**config.mk**
```make
export PLATFORM = sky130hd
export DESIGN_NAME = bwmon_top
export DESIGN_NICKNAME = d
export VERILOG_FILES = /design/src/rtl/bwmon_pkg.sv /design/src/rtl/bwmon_filter.sv /design/src/rtl/bwmon_capsel.sv /design/src/rtl/bwmon_accum.sv /design/src/rtl/bwmon_top.sv
export SDC_FILE = /design/constraint.sdc
export NUM_CORES = 1
export LEC_CHECK = 0
export CAP_MARGIN = 20
export CORE_MARGIN = 4
export CORE_UTILIZATION = 54
export CTS_CLUSTER_DIAMETER = 200
export DETAILED_ROUTE_END_ITERATION = 6
export PLACE_DENSITY = 0.8
export SYNTH_ARGS = -nofsm -noshare
export SYNTH_HDL_FRONTEND = slang
export SYNTH_SLANG_ARGS = --single-unit
```
**constraint.sdc**
```tcl
create_clock -name clk -period 3.9 [get_ports clk]
set_input_delay 0.585 -clock clk [delete_from_list [all_inputs] [get_ports clk]]
set_output_delay 0.585 -clock clk [all_outputs]
set_load 0.01 [all_outputs]
```
**src/rtl/bwmon_pkg.sv**
```systemverilog
package bwmon_pkg;
  localparam logic [7:0] MON_TYPE   = 8'h42;
  localparam int         EXT_EVENTS = 6;

  typedef enum logic [1:0] {
    RA_CTL = 2'd0,
    RA_FLT = 2'd1,
    RA_CNT = 2'd2,
    RA_CAP = 2'd3
  } reg_addr_e;

  // control bit positions (software-visible layout)
  localparam int B_EN    = 31;
  localparam int B_CSEL  = 28;
  localparam int B_CRST  = 27;
  localparam int B_OSTS  = 26;
  localparam int B_IRQ   = 25;
  localparam int B_FRZ   = 24;
  localparam int B_SCL   = 19;
  localparam int B_MPMG  = 17;
  localparam int B_MPART = 16;

  typedef struct packed {
    logic       en;
    logic [2:0] capt_sel;
    logic       capt_rst;
    logic       irq_en;
    logic       frz;
    logic       scale_en;
    logic       match_pmg;
    logic       match_part;
  } ctl_t;
endpackage

```
**src/rtl/bwmon_filter.sv**
```systemverilog
module bwmon_filter #(
  parameter int PARTID_W   = 8,
  parameter int PMG_W      = 4,
  parameter int BYTE_W     = 8,
  parameter bit MON_SECURE = 1'b0
) (
  input  logic                en,
  input  logic                xfer_valid,
  input  logic [BYTE_W-1:0]   xfer_bytes,
  input  logic [PARTID_W-1:0] xfer_partid,
  input  logic [PMG_W-1:0]    xfer_pmg,
  input  logic                xfer_secure,
  input  logic                match_part,
  input  logic                match_pmg,
  input  logic [PARTID_W-1:0] flt_partid,
  input  logic [PMG_W-1:0]    flt_pmg,
  output logic [BYTE_W-1:0]   inc
);
  logic pass;

  always_comb begin
    pass = en && xfer_valid && (xfer_secure == MON_SECURE)
        && (!match_part || (xfer_partid == flt_partid))
        && (!match_pmg  || (xfer_pmg == flt_pmg));
    inc  = pass ? xfer_bytes : '0;
  end
endmodule

```
**src/rtl/bwmon_capsel.sv**
```systemverilog
module bwmon_capsel
  import bwmon_pkg::*;
#(
  parameter logic [EXT_EVENTS-1:0] EXT_IMPL   = 6'b001011,
  parameter bit                    SW_IMPL    = 1'b1,
  parameter bit                    MON_SECURE = 1'b0
) (
  input  logic                  en,
  input  logic [2:0]            sel,
  input  logic [EXT_EVENTS-1:0] ext_evt,
  input  logic                  sw_evt,
  input  logic                  sw_secure,
  output logic                  fire
);
  logic [7:0] hit;

  assign hit[0] = 1'b0;

  for (genvar i = 1; i <= EXT_EVENTS; i++) begin : g_ext
    if (EXT_IMPL[i-1]) begin : g_on
      assign hit[i] = ext_evt[i-1];
    end else begin : g_off
      assign hit[i] = 1'b0;
    end
  end

  if (SW_IMPL) begin : g_sw
    assign hit[7] = sw_evt && (sw_secure == MON_SECURE);
  end else begin : g_nosw
    assign hit[7] = 1'b0;
  end

  assign fire = en && hit[sel];
endmodule

```
**src/rtl/bwmon_accum.sv**
```systemverilog
module bwmon_accum #(
  parameter int CNT_W = 31,
  parameter int INC_W = 8
) (
  input  logic             clk,
  input  logic             rst,
  input  logic [INC_W-1:0] inc,
  input  logic             fire,
  input  logic             capt_rst,
  input  logic             frz_en,
  input  logic             cnt_wr,
  input  logic [CNT_W-1:0] cnt_wdata,
  input  logic             thaw,
  output logic [CNT_W-1:0] count,
  output logic [CNT_W-1:0] capt,
  output logic             ovf
);
  logic [CNT_W-1:0] count_q, capt_q, base;
  logic [CNT_W:0]   sum;
  logic             frozen_q;

  always_comb begin
    base = (fire && capt_rst) ? '0 : count_q;
    sum  = {1'b0, base} + {{(CNT_W+1-INC_W){1'b0}}, inc};
    ovf  = sum[CNT_W] && !frozen_q && !cnt_wr;
  end

  always_ff @(posedge clk) begin
    if (rst) begin
      count_q  <= '0;
      capt_q   <= '0;
      frozen_q <= 1'b0;
    end else begin
      if (fire) capt_q <= count_q;
      if (cnt_wr) begin
        count_q  <= cnt_wdata;
        frozen_q <= 1'b0;
      end else begin
        if (!frozen_q)                count_q <= sum[CNT_W-1:0];
        else if (fire && capt_rst)    count_q <= '0;
        if (ovf && frz_en)            frozen_q <= 1'b1;
        else if (thaw)                frozen_q <= 1'b0;
      end
    end
  end

  assign count = count_q;
  assign capt  = capt_q;

  // a frozen count holds unless software or a clearing capture touches it
  a_r8_frozen_hold: assert property (@(posedge clk) disable iff (rst)
    (frozen_q && !cnt_wr && !(fire && capt_rst)) |=> $stable(count_q));

  // capture takes the count seen in the capture cycle
  a_r6_capt_copy: assert property (@(posedge clk) disable iff (rst)
    fire |=> (capt_q == $past(count_q)));
endmodule

```
**src/rtl/bwmon_top.sv**
```systemverilog
module bwmon_top
  import bwmon_pkg::*;
#(
  parameter int                    PARTID_W     = 8,
  parameter int                    PMG_W        = 4,
  parameter int                    BYTE_W       = 8,
  parameter int                    CNT_W        = 31,
  parameter logic [4:0]            SCALE        = 5'd3,
  parameter logic [EXT_EVENTS-1:0] EXT_IMPL     = 6'b001011,
  parameter bit                    SW_CAPT_IMPL = 1'b1,
  parameter bit                    MON_SECURE   = 1'b0
) (
  input  logic                  clk,
  input  logic                  rst,
  input  logic                  xfer_valid,
  input  logic [BYTE_W-1:0]     xfer_bytes,
  input  logic [PARTID_W-1:0]   xfer_partid,
  input  logic [PMG_W-1:0]      xfer_pmg,
  input  logic                  xfer_secure,
  input  logic [EXT_EVENTS-1:0] capt_ext,
  input  logic                  capt_sw,
  input  logic                  capt_sw_secure,
  input  logic [1:0]            reg_addr,
  input  logic                  reg_wen,
  input  logic [31:0]           reg_wdata,
  output logic [31:0]           reg_rdata,
  output logic                  ovf_irq
);
  localparam int PAD_W = 32 - CNT_W;

  ctl_t                ctl_q;
  logic                ovf_sts_q, irq_q;
  logic [PARTID_W-1:0] flt_partid_q;
  logic [PMG_W-1:0]    flt_pmg_q;
  logic [31:0]         rdata_q, ctl_word, flt_word;
  logic                ctl_wr, flt_wr, cnt_wr, thaw, fire, ovf;
  logic [BYTE_W-1:0]   inc;
  logic [CNT_W-1:0]    count, capt;

  assign ctl_wr = reg_wen && (reg_addr == RA_CTL);
  assign flt_wr = reg_wen && (reg_addr == RA_FLT);
  assign cnt_wr = reg_wen && (reg_addr == RA_CNT);
  assign thaw   = ctl_wr && !reg_wdata[B_OSTS];

  bwmon_filter #(
    .PARTID_W(PARTID_W), .PMG_W(PMG_W), .BYTE_W(BYTE_W), .MON_SECURE(MON_SECURE)
  ) u_filter (
    .en(ctl_q.en), .xfer_valid(xfer_valid), .xfer_bytes(xfer_bytes),
    .xfer_partid(xfer_partid), .xfer_pmg(xfer_pmg), .xfer_secure(xfer_secure),
    .match_part(ctl_q.match_part), .match_pmg(ctl_q.match_pmg),
    .flt_partid(flt_partid_q), .flt_pmg(flt_pmg_q), .inc(inc)
  );

  bwmon_capsel #(
    .EXT_IMPL(EXT_IMPL), .SW_IMPL(SW_CAPT_IMPL), .MON_SECURE(MON_SECURE)
  ) u_capsel (
    .en(ctl_q.en), .sel(ctl_q.capt_sel), .ext_evt(capt_ext),
    .sw_evt(capt_sw), .sw_secure(capt_sw_secure), .fire(fire)
  );

  bwmon_accum #(.CNT_W(CNT_W), .INC_W(BYTE_W)) u_accum (
    .clk(clk), .rst(rst), .inc(inc), .fire(fire), .capt_rst(ctl_q.capt_rst),
    .frz_en(ctl_q.frz), .cnt_wr(cnt_wr), .cnt_wdata(reg_wdata[CNT_W-1:0]),
    .thaw(thaw), .count(count), .capt(capt), .ovf(ovf)
  );

  function automatic logic [31:0] view(input logic [CNT_W-1:0] raw, input logic sc);
    logic [CNT_W-1:0] v;
    v = sc ? (raw >> SCALE) : raw;
    return {{PAD_W{1'b0}}, v};
  endfunction

  always_comb begin
    ctl_word                = '0;
    ctl_word[B_EN]          = ctl_q.en;
    ctl_word[B_CSEL +: 3]   = ctl_q.capt_sel;
    ctl_word[B_CRST]        = ctl_q.capt_rst;
    ctl_word[B_OSTS]        = ovf_sts_q;
    ctl_word[B_IRQ]         = ctl_q.irq_en;
    ctl_word[B_FRZ]         = ctl_q.frz;
    ctl_word[B_SCL]         = ctl_q.scale_en;
    ctl_word[B_MPMG]        = ctl_q.match_pmg;
    ctl_word[B_MPART]       = ctl_q.match_part;
    ctl_word[7:0]           = MON_TYPE;
    flt_word                = '0;
    flt_word[PARTID_W-1:0]  = flt_partid_q;
    flt_word[16 +: PMG_W]   = flt_pmg_q;
  end

  always_ff @(posedge clk) begin
    if (rst) begin
      ctl_q        <= '0;
      ovf_sts_q    <= 1'b0;
      irq_q        <= 1'b0;
      flt_partid_q <= '0;
      flt_pmg_q    <= '0;
      rdata_q      <= '0;
    end else begin
      if (ctl_wr) begin
        ctl_q.en         <= reg_wdata[B_EN];
        ctl_q.capt_sel   <= reg_wdata[B_CSEL +: 3];
        ctl_q.capt_rst   <= reg_wdata[B_CRST];
        ctl_q.irq_en     <= reg_wdata[B_IRQ];
        ctl_q.frz        <= reg_wdata[B_FRZ];
        ctl_q.scale_en   <= reg_wdata[B_SCL];
        ctl_q.match_pmg  <= reg_wdata[B_MPMG];
        ctl_q.match_part <= reg_wdata[B_MPART];
      end
      if (ovf)         ovf_sts_q <= 1'b1;
      else if (ctl_wr) ovf_sts_q <= reg_wdata[B_OSTS];
      if (flt_wr) begin
        flt_partid_q <= reg_wdata[PARTID_W-1:0];
        flt_pmg_q    <= reg_wdata[16 +: PMG_W];
      end
      irq_q <= ovf_sts_q && ctl_q.irq_en;
      case (reg_addr)
        RA_CTL:  rdata_q <= ctl_word;
        RA_FLT:  rdata_q <= flt_word;
        RA_CNT:  rdata_q <= view(count, ctl_q.scale_en);
        default: rdata_q <= view(capt, ctl_q.scale_en);
      endcase
    end
  end

  assign reg_rdata = rdata_q;
  assign ovf_irq   = irq_q;

  // disabled monitor keeps its count unless software writes it
  a_r2_idle_hold: assert property (@(posedge clk) disable iff (rst)
    (!ctl_q.en && !cnt_wr) |=> $stable(count));

  // status is sticky until software writes 0
  a_r7_sticky: assert property (@(posedge clk) disable iff (rst)
    (ovf_sts_q && !thaw) |=> ovf_sts_q);

  // enabled overflow reaches the interrupt two cycles later
  a_r9_irq_follows: assert property (@(posedge clk) disable iff (rst)
    (ovf && ctl_q.irq_en && !ctl_wr) |=> ##1 ovf_irq);

  // no increment without a beat
  a_r3_inc_needs_beat: assert property (@(posedge clk) disable iff (rst)
    (inc != '0) |-> xfer_valid);

  // control reads always carry the type code
  a_r1_type_code: assert property (@(posedge clk) disable iff (rst)
    (reg_addr == RA_CTL) |=> (reg_rdata[7:0] == MON_TYPE));
endmodule

```
======== Word-level counts from Yosys, hierarchy flattened ========
Cells that the tools add are included.
Widths: inputs -> output; s select.
storage, ports and cells
  register bits after elaboration ......... 119
  bits of input ports ..................... 67
  word-level logic and storage cells ...... 63
operators by class
  add/subtract/negate cells ............... 1
  magnitude comparators ................... 1
  equal/unequal tests ..................... 4
  mux-type cells .......................... 13
  bitwise logic cells ..................... 2
  reduce and logical (&&, ||, !) cells .... 26
operators with widths
  cell                count
  $mux 31             5
  $pmux 32 s3         1
  $add 31x8->32       1
  $logic_and 1x1->1   15
  $eq 8x8->1          1
  $mux 8              1
  $logic_not 1->1     5
  $mux 1              5
  $eq 4x4->1          1
  $lt 3x4->1 const B  1
  $reduce_bool 2->1   2
  $bmux 1 s3          1
  $eq 2x1->1 const B  1
  $eq 2x2->1 const B  1
  $logic_not 2->1     1
  $logic_or 1x1->1    2
  $not 1->1           2
  $reduce_or 2->1     1

======== Logic depth before layout (Yosys ltp) ========
  depth after elaboration ................. 12
  gate-level depth with buffers ........... 14

======== Hierarchy ========
A second synthesis with hierarchy kept.
unflattened totals
  cell total of the unflattened synthesis .. 711
  area total of the unflattened synthesis .. 6543.8 sq um
by module, submodules not included
  module        times used  cells each  area each (sq um)  seq. area each (sq um)
  bwmon_accum   1           396         3427.0             1261.2
  bwmon_top     1           274         2832.7             1121.1
  bwmon_filter  1           34          235.2              0.0
  bwmon_capsel  1           7           48.8               0.0

======== Worst setup path after synthesis ========
Ideal clock, no wire load.
  kind .................................... in2reg
  start ................................... input port capt_sw_secure
  end ..................................... register u_accum.count_q[28] (netlist: u_accum.count[28])
  library setup time ...................... 0.129 ns
  data arrival time ....................... 3.465 ns
  slack ................................... 0.307 ns
  stages .................................. 14
  buffers on the path ..................... 1
  cell sequence ........................... and3b_1 mux4_2 nand3_2 clkbuf_1 and2_1 ha_1 inv_1 fa_1 nor2b_1 o31ai_1 a21oi_1 nor3b_1 xnor2_1 o21ai_0
between the ends
  longest elaborated chain between the ends .. 10
ends and longest elaborated chain
  what                              RTL line                              source
  from (decl)                       bwmon_top.sv:22                       input logic capt_sw_secure,
  $not 1->1 (*)                     bwmon_capsel.sv:28                    assign hit[7] = sw_evt && (sw_secure == MON_SECURE);
  $logic_and 1x1->1 (*)             bwmon_capsel.sv:28
  $bmux 1 s3 (*)                    bwmon_capsel.sv:33                    assign fire = en && hit[sel];
  $mux 1 (not written as such) (*)  bwmon_capsel.sv:33
  $logic_and 1x1->1 (*)             bwmon_capsel.sv:33
  $logic_and 1x1->1 (*)             bwmon_accum.sv:23, bwmon_accum.sv:40
  $mux 31 (*)                       -
  $add 31x8->32                     bwmon_accum.sv:24                     sum = {1'b0, base} + {{(CNT_W+1-INC_W){1'b0}}, inc};
  $mux 31 (*)                       bwmon_accum.sv:39                     if (!frozen_q) count_q <= sum[CNT_W-1:0];
  $mux 31 (*)                       bwmon_accum.sv:35                     if (cnt_wr) begin
  to (signal assigned)              bwmon_accum.sv:36                     count_q <= cnt_wdata;
  to (signal assigned)              bwmon_accum.sv:39
  to (decl)                         bwmon_accum.sv:18                     logic [CNT_W-1:0] count_q, capt_q, base;
Every way passes the cells marked *; elsewhere a longest branch is shown, timed or not. The select of a mux whose other input is x is not followed.
A chain may end at the register's enable or synchronous reset.

======== Final worst setup path ========
  start ................................... input port xfer_pmg[3]
  end ..................................... register u_accum.count_q[29] (netlist: u_accum.count[29])
between the ends
  longest elaborated chain between the ends .. 7
ends and longest elaborated chain
  what               RTL line            source
  from (decl)        bwmon_top.sv:18     input logic [PMG_W-1:0] xfer_pmg,
  $eq 4x4->1         bwmon_filter.sv:24  && (!match_pmg || (xfer_pmg == flt_pmg));
  $logic_or 1x1->1   bwmon_filter.sv:24
  $logic_and 1x1->1  bwmon_filter.sv:24
  $mux 8             bwmon_filter.sv:25  inc = pass ? xfer_bytes : '0;
  $add 31x8->32      bwmon_accum.sv:24
  $mux 31            bwmon_accum.sv:39
  $mux 31            bwmon_accum.sv:35
No other way between the ends.

==> metrics.txt <==
outcome finished, violations left; failing checks design-rule violations; area of the core region ~11000 um2; WL final between 15000 and 20000 um; Hold Crit Depth 2; Die Wd 114 um; Finish-stage setup viols 0; top-level I/O count 100; cell at the root of the clock tree clkbuf_16; Worst IR Drop VDD about 0.3 mV; wire length of the first global-routing pass approximately 29000 um; vias in the first global route ~5800; max_slew headroom 0.387; clock latency at the later pin of the worst-skew pair roughly 0.42 ns; cells resized by post-CTS repair 0; relative contribution of combinational cells to total power 0.095; hold slack final between 0.4 and 0.5 ns; Crit. Startpoint xfer_pmg[3]; starting DRC count in detailed routing between 600 and 700; RePlAce Congestion slightly above 0.9; maximum number of pins on one net before global-route repair ~50; pre-CTS setup slack -0.0613 ns; post-detailed-route via-to-cell ratio 6.03; switch share 0.236; cell internal pwr 2.29 mW; post-route minimum period between 3 and 4 ns; syn avg cell area about 8.0 um2; leakage 2.83 nW; maximum clock skew at final layout ~0.0091 ns; cell area after technology mapping slightly above 6000 um2; RSZ-0062 raised after global routing yes; clock slew seen by the registers of the worst setup and hold paths roughly 0.050 ns; CTS tree yes; Cell variety after synth 54; power density normalized to cell area 385 nW/um2; total routing usage reported by global routing 0.286; yosys synthesis warning count 0; launching element type of the critical path input port; post-CTS setup buffer count 0; H-Tree Depth 4; die area around 13000 um2; data required time of the critical path approximately 4.2 ns; Tcrit/Tclk final 0.933; worst min-delay path class flip-flop to flip-flop; maximum fanout along the worst path 10; Max Cap Violations 0; Clk pwr share 0.475; quantity of I/O buffers inserted on ports 96; Worst Tran Pin Value 0.917 ns; crit end category flip-flop; Inserted Clock Buffers 17; Main synth FF type dfxtp_1; maximum clock frequency approximately 270 MHz; end of the worst register-to-register path u_accum.count[29]; Final Slew Violations 0; initial core utilization 0.555; GRT Residual Overflow 0; detailed-placement wirelength estimate between 10000 and 15000 um; critical path type input port to flip-flop; Reg2Reg Setup Slack 0.51 ns; reported net switching power ~710 uW; Fin. Hold Viols 0; number of core rows 38; via count 6063; total of flip-flops plus latches after synthesis about 120; min setup slack post-route around 0.26 ns; Post-Synthesis Cells 761; origin of the critical flop-to-flop path flt_pmg_q[3]; proportion of power drawn by flip-flops and latches 0.430; synthesized netlist net count roughly 840; number of cell instances on the worst register-to-register path 16; hold-fix buffer count after cts 0; sequential-to-total area share from yosys stat 0.392; signal arrival time at the worst endpoint about 3.9 ns; origin of the worst min-delay path u_accum.capt[23]; initial antenna violation count 0; antenna viol nets, final 0; proportion of layout cells with a drive suffix above 1 0.0902; number of buffers on the longest clock path 2; Net count, final approximately 930; router iterations before antenna repair 7; signed area change from the synthesized netlist to the final layout 28.6%; diode count 0; EDFF count, synth 0; end point of the most critical hold path u_accum.capt[23]; die boundary height ~110 um; # clock sinks approximately 120; DRC violation count after routing 4; Async SR Flop Fraction 0; number of placed instances, taps included 977; number of standard cells in the layout, taps in and fillers out 1005; average wire length per cell after detail routing 18.3 um
==> flip-flops by register name, summed over array words and instances, names as in the netlist <==
name and flops:
reg_rdata 32, u_accum.capt 31, u_accum.count 31, ctl_q 10
flt_partid_q 8, flt_pmg_q 4, ovf_irq 1, ovf_sts_q 1
u_accum.frozen_q 1
==> logic make-up after synthesis <==
kind of cell	share of synthesized area
AOI/OAI and AO/OA	0.176
xor gates and xnor gates	0.0462
adders and majority gates	0.0198
buffers and inverters	0.0427
DFF	0.392
muxes	0.0903
and+or+nand+nor	0.233
==> synth_stat cells (9+ instances only) <==
cell,number,area [um2]
a21oi_1,86,430
mux2i_1,39,390
a211oi_1,14,105
clkbuf_1,42,158
and2_1,16,100
nor3_1,12,60.1
nand2_1,123,462
nand3_1,40,200
dfxtp_1,119,2380
xor2_1,24,210
buf_1,10,37.5
o22a_1,9,78.8
o21ai_0,35,175
nor2_1,70,263
inv_1,13,48.8
==> worst max-delay path by stage <==
| stage | to | slack, ns | depth (start not counted) |
|---|---|---|---|
| floorplan | u_accum.count[28] | 0.31 | 14 |
| CTS | u_accum.count[6] | 0.14 | 17 |
| detailed placement | u_accum.count[6] | -0.06 | 15 |
| global route | u_accum.count[17] | -0.008 | 17 |
| finish | u_accum.count[29] | 0.26 | 17 |
| global placement | u_accum.count[28] | -0.04 | 17 |
==> layout make-up <==
class                   count  area (um2)
flip-flops and latches    119        2380
repair buffers            131        1230
clock buffers              23         478
inverters                  13        48.8
fillers                   876        3130
multi-input cells         574        3440
well taps                 140         175
clock inverters             5        50.0
==> layout by cell type, fill, tap and decap left out, types with 17 or more instances in the layout <==
master           instances
nand2_1                123
o21ai_0                 35
nand3_1                 40
clkdlybuf4s50_1         95
xor2_1                  24
mux2i_1                 39
buf_4                   34
clkbuf_16               17
nor2_1                  70
dfxtp_1                118
a21oi_1                 86
==> routing by layer <==
metal	wire [um]	part of all wire	up-vias	track usage
met2	8710	0.47	339	0.457
li1	-	-	2852	-
met4	689	0.037	0	0.135
met1	7230	0.39	2815	0.364
met5	0	0	-	0
met3	1780	0.097	57	0.0684
==> power by group through the flow <==
stage / logic, mW / registers [mW] / clock network [mW]
finish: 0.284 / 1.29 / 1.43
floorplan: 0.151 / 1.30 / 0
global placement: 0.271 / 1.31 / 0
CTS: 0.280 / 1.29 / 1.43
detailed placement: 0.277 / 1.31 / 0
global route: 0.306 / 1.29 / 1.49
==> worst max-delay path: stages <==
cell and delay [ns]:
clkdlybuf4s50_1 0.43, xor2_1 0.17, o41ai_2 0.42, nand4b_1 0.17, a21oi_1 0.14, buf_4 0.14, buf_4 0.12, and2_1 0.14
ha_1 0.16, o21ai_0 0.13, o21ai_0 0.19, buf_4 0.15, a41oi_2 0.15, buf_12 0.19, o31a_1 0.29, o21ai_0 0.22
a211oi_1 0.10
==> per-stage QoR <==
stage	power, mW	utilization	setup TNS [ns]	instance area [um2]
2_1_floorplan	1.45	-	0	6070
3_3_place_gp	1.58	0.664	-0.0547	7260
3_5_place_dp	1.59	0.665	-0.317	7270
4_1_cts	3.00	0.713	0	7800
5_1_grt	3.09	0.714	-0.00788	7810
6_report	3.00	0.714	0	7810
Power figures use the tool's default switching activity.
